<file path="src/rtl/phy100_tx_pkg.sv">
package phy100_tx_pkg;

  localparam int CG_W  = 5;
  localparam int NIB_W = 4;

  typedef logic [CG_W-1:0] cg_t;

  localparam cg_t CG_IDLE = 5'b11111;
  localparam cg_t CG_J    = 5'b11000;
  localparam cg_t CG_K    = 5'b10001;
  localparam cg_t CG_T    = 5'b01101;
  localparam cg_t CG_R    = 5'b00111;
  localparam cg_t CG_HALT = 5'b00100;

  typedef enum logic [1:0] {
    ST_IDLE = 2'd0,
    ST_K    = 2'd1,
    ST_DATA = 2'd2,
    ST_R    = 2'd3
  } enc_st_e;

  function automatic cg_t map_4b5b(input logic [NIB_W-1:0] nib);
    cg_t g;
    case (nib)
      4'h0: g = 5'b11110;
      4'h1: g = 5'b01001;
      4'h2: g = 5'b10100;
      4'h3: g = 5'b10101;
      4'h4: g = 5'b01010;
      4'h5: g = 5'b01011;
      4'h6: g = 5'b01110;
      4'h7: g = 5'b01111;
      4'h8: g = 5'b10010;
      4'h9: g = 5'b10011;
      4'hA: g = 5'b10110;
      4'hB: g = 5'b10111;
      4'hC: g = 5'b11010;
      4'hD: g = 5'b11011;
      4'hE: g = 5'b11100;
      default: g = 5'b11101;
    endcase
    return g;
  endfunction

endpackage

</file>
<file path="src/rtl/phy100_tx_enc.sv">
module phy100_tx_enc
  import phy100_tx_pkg::*;
(
  input  logic             clk,
  input  logic             rst_n,
  input  logic             load,
  input  logic             bypass,
  input  logic             tx_en,
  input  logic             tx_er,
  input  logic [NIB_W-1:0] txd,
  output cg_t              cg_next,
  output enc_st_e          state
);

  enc_st_e st_q, st_d;
  cg_t     cg_d;

  // next group and framing state, consumed only when load is high
  always_comb begin
    st_d = st_q;
    cg_d = CG_IDLE;
    if (bypass) begin
      cg_d = {tx_er, txd};
      st_d = ST_IDLE;
    end else begin
      case (st_q)
        ST_IDLE: begin
          if (tx_en) begin
            cg_d = CG_J;
            st_d = ST_K;
          end
        end
        ST_K: begin
          cg_d = CG_K;
          st_d = ST_DATA;
        end
        ST_DATA: begin
          if (!tx_en) begin
            cg_d = CG_T;
            st_d = ST_R;
          end else if (tx_er) begin
            cg_d = CG_HALT;
          end else begin
            cg_d = map_4b5b(txd);
          end
        end
        default: begin
          cg_d = CG_R;
          st_d = ST_IDLE;
        end
      endcase
    end
  end

  always_ff @(posedge clk or negedge rst_n) begin
    if (!rst_n)    st_q <= ST_IDLE;
    else if (load) st_q <= st_d;
  end

  assign cg_next = cg_d;
  assign state   = st_q;

endmodule

</file>
<file path="src/rtl/phy100_tx_scr.sv">
module phy100_tx_scr #(
  parameter int             W        = 11,
  parameter int             TAP      = 9,
  parameter logic [W-1:0]   DEF_SEED = 'h2B5
) (
  input  logic         clk,
  input  logic         rst_n,
  input  logic         seed_ld,
  input  logic         step,
  input  logic [W-1:0] seed,
  output logic         key,
  output logic [W-1:0] state
);

  logic [W-1:0] lf_q, lf_d, seed_eff;

  assign seed_eff = (seed == '0) ? DEF_SEED : seed;

  always_comb begin
    lf_d = lf_q;
    if (seed_ld)   lf_d = seed_eff;
    else if (step) lf_d = {lf_q[W-2:0], lf_q[W-1] ^ lf_q[TAP-1]};
  end

  always_ff @(posedge clk or negedge rst_n) begin
    if (!rst_n) lf_q <= DEF_SEED;
    else        lf_q <= lf_d;
  end

  assign key   = lf_q[W-1];
  assign state = lf_q;

endmodule

</file>
<file path="src/rtl/phy100_tx_ser.sv">
module phy100_tx_ser
  import phy100_tx_pkg::*;
#(
  parameter int GW   = CG_W,
  localparam int PH_W = $clog2(GW),
  localparam logic [PH_W-1:0] LAST = PH_W'(GW - 1)
) (
  input  logic          clk,
  input  logic          rst_n,
  input  logic          adv,
  input  logic [GW-1:0] cg_in,
  output logic          load,
  output logic          last_slot,
  output logic          msb,
  output logic [GW-1:0] shreg
);

  logic [PH_W-1:0] ph_q, ph_d;
  logic [GW-1:0]   sh_q, sh_d;

  assign last_slot = (ph_q == LAST);
  assign load      = adv && last_slot;

  always_comb begin
    ph_d = ph_q;
    sh_d = sh_q;
    if (load) begin
      ph_d = '0;
      sh_d = cg_in;
    end else if (adv) begin
      ph_d = ph_q + 1'b1;
      sh_d = {sh_q[GW-2:0], 1'b0};
    end
  end

  always_ff @(posedge clk or negedge rst_n) begin
    if (!rst_n) begin
      ph_q <= '0;
      sh_q <= '1;
    end else begin
      ph_q <= ph_d;
      sh_q <= sh_d;
    end
  end

  assign msb   = sh_q[GW-1];
  assign shreg = sh_q;

endmodule

</file>
<file path="src/rtl/phy100_tx_path.sv">
module phy100_tx_path
  import phy100_tx_pkg::*;
#(
  parameter int                  LFSR_W   = 11,
  parameter int                  LFSR_TAP = 9,
  parameter logic [LFSR_W-1:0]   DEF_SEED = 'h2B5
) (
  input  logic              clk,
  input  logic              rst_n,
  input  logic              bit_ce,
  input  logic              bypass,
  input  logic              tx_en,
  input  logic              tx_er,
  input  logic [NIB_W-1:0]  txd,
  input  logic [LFSR_W-1:0] seed,
  output logic              nib_slot,
  output logic              line_out
);

  logic              armed_q;
  logic              adv, load, msb, key;
  logic              nrzi_q, nrzi_d;
  cg_t               cg_next, shreg;
  enc_st_e           enc_state;
  logic [LFSR_W-1:0] lfsr_q;

  // first edge after reset captures the seed; the pipeline holds meanwhile
  always_ff @(posedge clk or negedge rst_n) begin
    if (!rst_n) armed_q <= 1'b1;
    else        armed_q <= 1'b0;
  end

  assign adv = bit_ce && !armed_q;

  phy100_tx_enc u_enc (
    .clk     (clk),
    .rst_n   (rst_n),
    .load    (load),
    .bypass  (bypass),
    .tx_en   (tx_en),
    .tx_er   (tx_er),
    .txd     (txd),
    .cg_next (cg_next),
    .state   (enc_state)
  );

  phy100_tx_ser #(.GW(CG_W)) u_ser (
    .clk       (clk),
    .rst_n     (rst_n),
    .adv       (adv),
    .cg_in     (cg_next),
    .load      (load),
    .last_slot (nib_slot),
    .msb       (msb),
    .shreg     (shreg)
  );

  phy100_tx_scr #(.W(LFSR_W), .TAP(LFSR_TAP), .DEF_SEED(DEF_SEED)) u_scr (
    .clk     (clk),
    .rst_n   (rst_n),
    .seed_ld (armed_q),
    .step    (adv),
    .seed    (seed),
    .key     (key),
    .state   (lfsr_q)
  );

  always_comb begin
    nrzi_d = nrzi_q;
    if (adv) nrzi_d = nrzi_q ^ (msb ^ key);
  end

  always_ff @(posedge clk or negedge rst_n) begin
    if (!rst_n) nrzi_q <= 1'b0;
    else        nrzi_q <= nrzi_d;
  end

  assign line_out = nrzi_q;

endmodule

</file>
<file path="config.mk">
export PLATFORM = sky130hd
export DESIGN_NAME = phy100_tx_path
export DESIGN_NICKNAME = d
export VERILOG_FILES = /design/src/rtl/phy100_tx_pkg.sv /design/src/rtl/phy100_tx_enc.sv /design/src/rtl/phy100_tx_scr.sv /design/src/rtl/phy100_tx_ser.sv /design/src/rtl/phy100_tx_path.sv
export SDC_FILE = /design/constraint.sdc
export NUM_CORES = 1
export LEC_CHECK = 0
export BUFFER_PORTS_ARGS = -buffer_cell sky130_fd_sc_hd__buf_2
export CAP_MARGIN = 0
export CORE_MARGIN = 4
export CORE_UTILIZATION = 40
export DETAILED_ROUTE_END_ITERATION = 6
export GPL_ROUTABILITY_DRIVEN = 1
export SYNTH_ARGS = -nofsm -noshare
export SYNTH_HDL_FRONTEND = slang
export SYNTH_SLANG_ARGS = --single-unit
</file>
<file path="constraint.sdc">
create_clock -name clk -period 2.43 [get_ports clk]
set_input_delay 0.1215 -clock clk [delete_from_list [all_inputs] [get_ports clk]]
set_output_delay 0.1215 -clock clk [all_outputs]
set_load 0.02 [all_outputs]
</file>
==> flow_summary.json, run 1 <==
{
  "start_util_pct": 41.6,
  "slowest_delay_ns": 0.42,
  "route.detailed.drc": 0,
  "synth_commonest_cells": "nand2_1 (16), o21ai_0 (16), dfstp_2 (12)",
  "gp_congestion": 0.847,
  "hold_viol": 0,
  "track_usage_pct": 13.0,
  "status": "finished, final reports clean",
  "syn_nets": 168,
  "synth_largest_area_cell": "dfstp_2",
  "port_buffers": 22,
  "grt_pass1_wl_microns": 4420,
  "postCtsHoldBufs": 1,
  "wl_met1_microns": 1200,
  "skew_ns": 0.0107,
  "die-area_sq_um": 4480,
  "seq_power_share_pct": 48.2,
  "cp_max_fo": 15,
  "cts_made_buffers": 3,
  "route.detailed.wl_per_inst_microns": 12.6,
  "clock_sinks": 23,
  "finalCoreUtilization_pct": 46.6,
  "cts.clk_slew.worst_paths_ns": 0.13,
  "path_class": "reg -> reg",
  "grt_pass1_vias": 1009,
  "min_path_cells": 3,
  "drt_iter0_drc": 31,
  "areaGrowthSynthToFinish_pct": 11.9,
  "synth-edff-count": 0,
  "drive_above_1_share_pct": 31.7,
  "cts_resized": 0,
  "ys_ff_latch": 23,
  "rows": 21,
  "cp_data_required_time_ns": 2.66,
  "crit_path_end_kind": "flip-flop",
  "cts_tree": "yes",
  "cp_cell_sequence": "inv_1 -> ha_1 -> and2_1 -> nand2_1 -> nor3_1 -> a221oi_1",
  "syn_area_sq_um": 1390,
  "fin_setup_tns_ns": 0,
  "cp-start-kind": "flip-flop",
  "ys_async_sr_fraction_pct": 100,
  "ios": 23,
  "synth_area_leaders": "dfstp_2 (23%), dfrtp_1 (20%), o21ai_0 (5.8%)",
  "cts.path.max_buffers": 2,
  "period_needed_ns": 1.71,
  "power_frac_clock_pct": 14.9,
  "grt-ovfl-total": 0,
  "drt-pass1-iter-count": 4,
  "viasPerCell": 5.23,
  "final_antenna_net_count": 0,
  "drv_slew": 0,
  "switching_share_pct": 35.2,
  "die_height_microns": 66.9,
  "cp_slowest_cell": "dfrtp_1",
  "dpl.hpwl_microns": 2010,
  "power_switching_w": 0.000418,
  "rsz0062_at_grt": "false",
  "grt_max_degree": 24,
  "core_area_sq_um": 3340,
  "antenna_cells": 0,
  "finalSetupViolCount": 0,
  "worst_pin_slew_ns": 0.533,
  "leakage_nw": 0.668,
  "yosys_warnings": 0,
  "die_w_microns": 66.9,
  "combPwrFrac_pct": 36.9,
  "p_per_area_nw_per_um2": 763,
  "wl_met3_microns": 115,
  "yosys_most_used_dff": "dfstp_2",
  "cp_data_arrival_time_ns": 1.94,
  "finalCritPeriodShare_pct": 70.4,
  "clock_latency_ns": 0.31,
  "fmax_mhz": 584,
  "timing.hold.ws_ns": 0.0358,
  "cts_setup_buffers": 0,
  "cts-root-buf": "clkbuf_4",
  "yosysSeqAreaShare_pct": 42.5,
  "wirelength_microns": 2610,
  "syn_inst": 141,
  "internal_power_w": 0.000768,
  "final_nets": 189,
  "vdd_drop_max_v": 0.000309,
  "antenna_found_initial": 0,
  "hp-class": "in -> reg",
  "max_cap_violations": 0,
  "netlist.area_leader.share_pct": 22.7,
  "met2_length_microns": 1270,
  "num_vias": 1082,
  "reg2reg_depth": 6,
  "highest_layer": "met4",
  "synthDistinctLibCells": 41,
  "htreeDepth": 1,
  "relSlewSlack_pct": 64.3,
  "syn_avg_cell_area_sq_um": 9.85
}
## critical path, delay by kind of cell (launching register included)
kind	cells	cell delay, ns
fa+ha+maj	1	0.13
flops	1	0.42
simple gates	3	0.87
compound gates	1	0.13
buf+inv	1	0.08
## kinds of logic (layout without fill, tap and decap cells)
kind of cell	Yosys count	after routing	synth area share, %
compound gates	41	41	22.2
simple gates	41	41	14.4
flops	23	23	42.5
buf+inv	15	35	4.96
mux	11	11	8.38
fa+ha+maj	6	6	5.41
xor+xnor	3	3	1.89
other cells	1	1	0.270
## metrics by stage
step           cells  total power, W  setup WS (ns)  instance area, sq um
6_report         207         0.00119          0.719                  1550
2_1_floorplan    141        0.000914          0.968                  1390
4_1_cts          207         0.00120          0.715                  1550
5_1_grt          207         0.00129          0.481                  1550
3_3_place_gp     202         0.00101          0.838                  1520
3_5_place_dp     202         0.00102          0.731                  1520
## cell usage in the layout (no fill, tap or decap), drive strengths merged, types with 4 or more instances in the layout
cell and n:
nand2 16, nor3 4, inv 8, ha 6, buf 22, mux2 5, clkbuf 4, o21ai 17
o22a 7, mux2i 6, dfrtp 11, nor2 6, nand3b 4, dfstp 12
## path summary, 6_finish.rpt
| path | start | end | slack [ns] |
|---|---|---|---|
| setup / recovery | u_ser.ph_q[0] | u_ser.shreg[2] | 0.72 |
| hold / removal | seed[10] | u_scr.state[10] | 0.04 |
| setup reg to reg | u_ser.ph_q[0] | u_ser.shreg[2] | 0.72 |
| hold reg to reg | line_out | line_out | 0.48 |
| max in group asynchronous | rst_n | u_scr.state[5] | 1.78 |
| min in group asynchronous | rst_n | u_ser.ph_q[2] | 0.28 |
## cell type report
cell class                 instances  area, sq um
timing repair buffer              23          120
tap                               46         57.6
clock buffer                       4         26.3
sequential                        23          591
inverter                           8         30.0
multi-input combinational        103          729
fill                             331         1780
## power groups by stage
| stage | sequential [W] | combinational [W] | clock (W) |
|---|---|---|---|
| 6_report | 0.000572 | 0.000438 | 0.000177 |
| 2_1_floorplan | 0.000571 | 0.000343 | 0 |
| 3_3_place_gp | 0.000576 | 0.000431 | 0 |
| 4_1_cts | 0.000574 | 0.000444 | 0.000181 |
| 3_5_place_dp | 0.000581 | 0.000442 | 0 |
| 5_1_grt | 0.000586 | 0.000504 | 0.000200 |
## registers in the layout (all words and copies together), names as in the netlist
signal / cells
armed_q: 1
line_out: 1
u_enc.state: 2
u_scr.state: 11
u_ser.ph_q: 3
u_ser.shreg: 5
## routing by layer
metal / global-route usage, % / vias to the layer above
met3: 4.22 / 5
met1: 16.2 / 515
met2: 20.9 / 14
met4: 4.56 / 0
li1: - / 548
met5: 0 / -
(Power assumes the default switching activity.)
==> run 2, diff against run 1 <==
--- a/config.mk
+++ b/config.mk
@@ -5,6 +5,7 @@
 export SDC_FILE = /design/constraint.sdc
 export NUM_CORES = 1
 export LEC_CHECK = 0
+export ABC_AREA = 1
 export BUFFER_PORTS_ARGS = -buffer_cell sky130_fd_sc_hd__buf_2
 export CAP_MARGIN = 0
 export CORE_MARGIN = 4
==> constraint.sdc (replaced) <==
create_clock -name clk -period 1.48 [get_ports clk]
set_input_delay 0.074 -clock clk [delete_from_list [all_inputs] [get_ports clk]]
set_output_delay 0.074 -clock clk [all_outputs]
set_load 0.02 [all_outputs]
==> run 2 against run 1 <==
  * Core utilization grew 2.3 points
  * Highest routed layer unchanged
  * Power grew 58%
  * Critical endpoint is now u_ser.shreg[0]
  * Non-clock buffer count grew 4
  * Combinational power grew 48%
  * Clock skew shrank 0.010 ns
  * Flip-flop and latch count is the same
  * Synthesized cell count grew 35%
  * Count of clock-buffer cells in the layout shrank 1
  * Global-route usage grew 0.19 points
  * Area after synthesis grew 3.3%
  * Via count grew 11%
  * Die area grew 2.9%
==> flow_summary.json, run 2 <==
{
  "drv_slew": 0,
  "cp_max_fo": 3,
  "finalCritPeriodShare_pct": 91.4,
  "synthAdderAreaFrac_pct": 5.23,
  "r2r-start": "u_enc.state[0]",
  "grt_max_degree": 24,
  "synth-edff-count": 0,
  "crit_start": "u_enc.state[0]",
  "clock_latency_ns": 0.31,
  "die_w_microns": 67.9,
  "synthDistinctLibCells": 30,
  "die_height_microns": 67.9,
  "track_usage_pct": 13.2,
  "die-area_sq_um": 4610,
  "syn_nets": 218,
  "multiInputGateArea_sq_um": 694,
  "reg2reg_depth": 6,
  "synth.area.mux_share_pct": 0,
  "start_util_pct": 42.3,
  "regArea_sq_um": 591,
  "ios": 23,
  "yosys_most_used_dff": "dfstp_2",
  "mostFrequentLayoutCell": "nand2_1",
  "route.detailed.drc": 0,
  "final_nets": 247,
  "synth_top_family_by_area": "simple AND/OR/NAND/NOR gates",
  "largest_reg_flops": 11,
  "cts-root-buf": "clkbuf_4",
  "crit_path_end_kind": "flip-flop",
  "num_vias": 1200,
  "drt-pass1-iter-count": 4,
  "port_buffers": 22,
  "cts.path.max_buffers": 2,
  "synth_area_leaders": "dfstp_2 (22%), dfrtp_1 (19%), nand2_1 (18%)",
  "regToRegEndpoint": "u_ser.shreg[0]",
  "synth_compound_area_share_pct": 14.6,
  "gp_congestion": 0.808,
  "syn_area_sq_um": 1440,
  "netlist.area_leader.share_pct": 22.0,
  "place_area_sq_um": 1590,
  "clock_sinks": 23,
  "final.fill_count": 338,
  "cts_made_buffers": 3,
  "cp_data_arrival_time_ns": 1.60,
  "p_per_area_nw_per_um2": 1130,
  "grt_pass1_vias": 1108,
  "grt_pass1_wl_microns": 4700,
  "finalPower_w": 0.00188,
  "finalSetupViolCount": 0,
  "route.detailed.wl_per_inst_microns": 10.3,
  "drive_above_1_share_pct": 26.0,
  "endpoint": "u_ser.shreg[0]",
  "vdd_drop_max_v": 0.000696,
  "finalCoreUtilization_pct": 48.8,
  "rows": 21,
  "rrSetupSlack_ns": 0.13,
  "ys_async_sr_fraction_pct": 100,
  "yosysSeqAreaShare_pct": 41.2,
  "hp-class": "in -> reg",
  "synth_commonest_cells": "nand2_1 (67), inv_1 (29), dfstp_2 (12)",
  "period_needed_ns": 1.35,
  "status": "finished, final reports clean",
  "synth_largest_area_cell": "dfstp_2",
  "max_cap_violations": 0,
  "syn_inst": 191,
  "ys_ff_latch": 23,
  "wirelength_microns": 2740,
  "grt-ovfl-total": 0,
  "synthSimpleGateAreaFrac_pct": 26.0,
  "syn_avg_cell_area_sq_um": 7.51,
  "yosysMostFrequentCell": "nand2_1",
  "yosys_warnings": 0,
  "cts_tree": "yes",
  "hold_viol": 0,
  "drt_iter0_drc": 41,
  "htreeDepth": 1,
  "dpl.hpwl_microns": 2140,
  "path_class": "reg -> reg",
  "cts.clk_slew.worst_paths_ns": 0.12,
  "cp_data_required_time_ns": 1.73,
  "core_area_sq_um": 3390,
  "antenna_cells": 0,
  "final_area_sq_um": 1660,
  "cp-start-kind": "flip-flop",
  "viasPerCell": 4.53,
  "areaGrowthSynthToFinish_pct": 15.3,
  "synthXorXnorAreaFrac_pct": 1.83,
  "skew_ns": 0.000606,
  "antenna_found_initial": 0,
  "fmax_mhz": 739,
  "rsz0062_at_grt": "true",
  "final_cell_mix": "nand2_1 (67), inv_1 (28), buf_2 (22), dfstp_2 (12), dfrtp_1 (11)",
  "final_antenna_net_count": 0,
  "leakage_nw": 0.855,
  "timing.hold.ws_ns": 0.00206,
  "cts_setup_buffers": 0
}
-- run 2: routing by layer --
metal  routed length (microns)  part of all wire [%]  track usage [%]
met3                       104                   3.8             3.94
met2                      1110                    41             19.4
met5                         0                     0                0
met4                        14                  0.51             1.49
met1                      1500                    55             19.5
-- run 2: power breakdown --
group	internal, W	switching (W)
registers	0.000836	0.000105
clock network	0.000101	0.000187
logic	0.000273	0.000376
-- run 2: worst min path at each step --
stage / cells past startpoint / from / end / slack [ns]
final: 3 / seed[10] / u_scr.state[10] / 0.002
after global routing: 3 / txd[0] / u_ser.shreg[0] / 0.03
after CTS: 3 / seed[10] / u_scr.state[10] / 0.0009
after detailed placement: 1 / rst_n / line_out / 0.07
after global placement: 1 / rst_n / line_out / 0.08
after floorplan: 0 / rst_n / line_out / -0.22
-- run 2: cells by family after synthesis --
logic type      after synthesis
simple gates                 88
buf+inv                      37
compound gates               33
flops                        23
fa+ha+maj                     6
xor+xnor                      3
other cells                   1
-- run 2: stage by stage --
| stage | TNS, ns | setup slack (ns) | cells |
|---|---|---|---|
| global placement | 0 | 0.0645 | 258 |
| detailed placement | 0 | 0.0806 | 258 |
| CTS | 0 | 0.0513 | 265 |
| floorplan | 0 | 0.143 | 191 |
| finish | 0 | 0.127 | 265 |
| global route | -0.0163 | -0.0163 | 265 |
-- run 2: timing repair --
action                     in CTS  in global routing
setup endpoints to repair       0                  3
resized for setup               0                  5
hold endpoints to repair       13                  0
hold buffers                    3                  0
-- run 2: final cells by class --
cell class                 count  share of cell area [%]
timing repair buffer          27                    9.37
sequential                    23                    35.7
tap                           46                    3.48
multi-input combinational    131                    42.0
clock inverter                 1                   0.302
clock buffer                   3                    1.36
inverter                      34                    7.86
-- run 2: worst max-delay path, stage by stage (launching register included) --
cell and delay, ns:
dfrtp_1 0.43, ha_1 0.21, or2_1 0.26, a21oi_2 0.15, nand3b_1 0.09, o211ai_1 0.08
nand2_1 0.07
==> run 3, diff against run 2 <==
--- a/config.mk
+++ b/config.mk
@@ -8,10 +8,14 @@
 export ABC_AREA = 1
 export BUFFER_PORTS_ARGS = -buffer_cell sky130_fd_sc_hd__buf_2
 export CAP_MARGIN = 0
+export CELL_PAD_IN_SITES_DETAIL_PLACEMENT = 1
+export CELL_PAD_IN_SITES_GLOBAL_PLACEMENT = 1
 export CORE_MARGIN = 4
 export CORE_UTILIZATION = 40
 export DETAILED_ROUTE_END_ITERATION = 6
 export GPL_ROUTABILITY_DRIVEN = 1
+export PLACE_DENSITY_LB_ADDON = 0.1
 export SYNTH_ARGS = -nofsm -noshare
 export SYNTH_HDL_FRONTEND = slang
+export SYNTH_HIERARCHICAL = 1
 export SYNTH_SLANG_ARGS = --single-unit
==> constraint.sdc (replaced) <==
create_clock -name clk -period 1.32 [get_ports clk]
set_input_delay 0.066 -clock clk [delete_from_list [all_inputs] [get_ports clk]]
set_output_delay 0.066 -clock clk [all_outputs]
set_load 0.02 [all_outputs]
==> run 3 against run 2 <==
  * The run now ends with negative setup slack left
  * Sequential power up 20%
  * Count of clock-buffer cells in the layout unchanged
  * Maximum frequency down 5.3%
  * Global-route usage up 5.0 points
==> flow_summary.json, run 3 <==
{
  "status": "finished with violations",
  "violations": "negative setup slack",
  "syn_avg_cell_area_sq_um": 7.12,
  "fmax_mhz": 700,
  "syn_nets": 244,
  "timing.hold.ws_ns": 0.0579,
  "wl_met1_microns": 1930,
  "dpl.hpwl_microns": 3000,
  "finalPower_w": 0.00300,
  "final_antenna_net_count": 0,
  "hold_viol": 0,
  "worst_pin_slew_ns": 0.537,
  "gp_congestion": 0.865,
  "htreeDepth": 1,
  "drt-pass1-iter-count": 4,
  "grt_pass1_wl_microns": 7330,
  "cts.path.max_buffers": 2,
  "final_nets": 285,
  "period_needed_ns": 1.43,
  "cts-root-buf": "clkbuf_8",
  "wl_met3_microns": 143,
  "r2r-start": "u_enc/state[0]",
  "areaGrowthSynthToFinish_pct": 29.3,
  "num_vias": 1531,
  "antenna_found_initial": 0,
  "cts.clk_slew.worst_paths_ns": 0.09,
  "cp_data_arrival_time_ns": 1.63,
  "cp-start-kind": "flip-flop",
  "reg2reg_depth": 10,
  "finalSetupViolCount": 6,
  "highest_layer": "met4",
  "clock_sinks": 23,
  "rows": 22,
  "ios": 23,
  "yosys_warnings": 6,
  "start_util_pct": 41.9,
  "track_usage_pct": 18.1,
  "route.detailed.drc": 0,
  "relSlewSlack_pct": 64.2,
  "skew_ns": 0.00287,
  "cp_max_fo": 3,
  "max_cap_violations": 0,
  "finalCritPeriodShare_pct": 108,
  "cts_tree": "yes",
  "viasPerCell": 5.02,
  "drt_iter0_drc": 67,
  "largest_reg_flops": 11,
  "die-area_sq_um": 4920,
  "die_height_microns": 70.2,
  "drive_above_1_share_pct": 37.7,
  "vdd_drop_max_v": 0.00105,
  "rsz0062_at_grt": "true",
  "grt-ovfl-total": 0,
  "grt_pass1_vias": 1634,
  "final_cell_mix": "nand2_1 (66), nor2_1 (24), buf_2 (21), nand3_1 (17), buf_4 (17)",
  "crit_start": "u_enc/state[0]",
  "syn_inst": 217,
  "met2_length_microns": 2240,
  "worstHoldStart": "seed[3]",
  "wirelength_microns": 4410,
  "setup_ws_ns": -0.109,
  "route.detailed.wl_per_inst_microns": 14.4,
  "crit_path_end_kind": "flip-flop",
  "path_class": "reg -> reg",
  "p_per_area_nw_per_um2": 1500,
  "port_buffers": 22,
  "leakage_nw": 0.981,
  "hp-class": "in -> reg",
  "finalCoreUtilization_pct": 54.2,
  "core_area_sq_um": 3690,
  "die_w_microns": 70.2,
  "cp_data_required_time_ns": 1.53,
  "antenna_cells": 0,
  "grt_max_degree": 24,
  "clock_latency_ns": 0.26,
  "cts_made_buffers": 3,
  "mostFrequentLayoutCell": "nand2_1",
  "drv_slew": 0,
  "min_path_cells": 3,
  "syn_area_sq_um": 1550
}
[run 3: path summary, 6_finish.rpt]
check,endpoint,slack [ns]
max,u_ser/shreg[4],-0.11
min reg2reg,u_ser/shreg[0],0.47
min in group asynchronous,u_scr/state[10],0.31
max in group asynchronous,u_enc/state[1],0.62
min,u_scr/state[3],0.06
max reg2reg,u_ser/shreg[4],-0.11
[run 3: per-stage QoR]
| stage | setup TNS (ns) | setup WS [ns] | std cells | area [sq um] |
|---|---|---|---|---|
| global route | -0.939 | -0.209 | 305 | 2000 |
| finish | -0.212 | -0.109 | 305 | 2000 |
| detailed placement | -0.379 | -0.108 | 288 | 1740 |
| CTS | -0.124 | -0.0318 | 298 | 1890 |
| global placement | -0.0352 | -0.0210 | 288 | 1740 |
| floorplan | 0 | 0.0332 | 217 | 1550 |
[run 3: critical path, cell delays in order, from the launching register on]
cell and delay (ns):
dfrtp_1 0.41, inv_2 0.11, ha_4 0.17, nand2_4 0.06
nor2_4 0.10, nand2_1 0.06, nand2_1 0.07, nand2_1 0.07
nand2_1 0.08, nand4_1 0.11, nand3_1 0.12
[run 3: layout make-up]
| class | count | area [sq um] |
|---|---|---|
| Sequential cell | 23 | 592 |
| Clock inverter | 1 | 5.00 |
| Fill cell | 491 | 1690 |
| Timing Repair Buffer | 41 | 283 |
| Inverter | 24 | 97.6 |
| Multi-Input combinational cell | 165 | 920 |
| Clock buffer | 3 | 41.3 |
| Tap cell | 48 | 60.1 |
[run 3: power breakdown]
group | internal [W] | total [W] | switching [W]
clock | 0.000211 | 0.000444 | 0.000233
sequential | 0.000953 | 0.00113 | 0.000180
combinational | 0.000670 | 0.00142 | 0.000753
total | 0.00183 | 0.00300 | 0.00117
[run 3: what timing repair did]
item,CTS,global route
endpoints found under the hold margin,11,0
setup endpoints to repair,7,12
pin swaps,12,14
hold buffers,1,0
gates resized for setup,18,14
setup buffers,5,7
[run 3: layer usage]
metal	up-vias	global-route usage, %
li1	760	-
met1	731	21.6
met2	28	33.1
met3	12	3.02
met4	0	5.53
met5	-	0
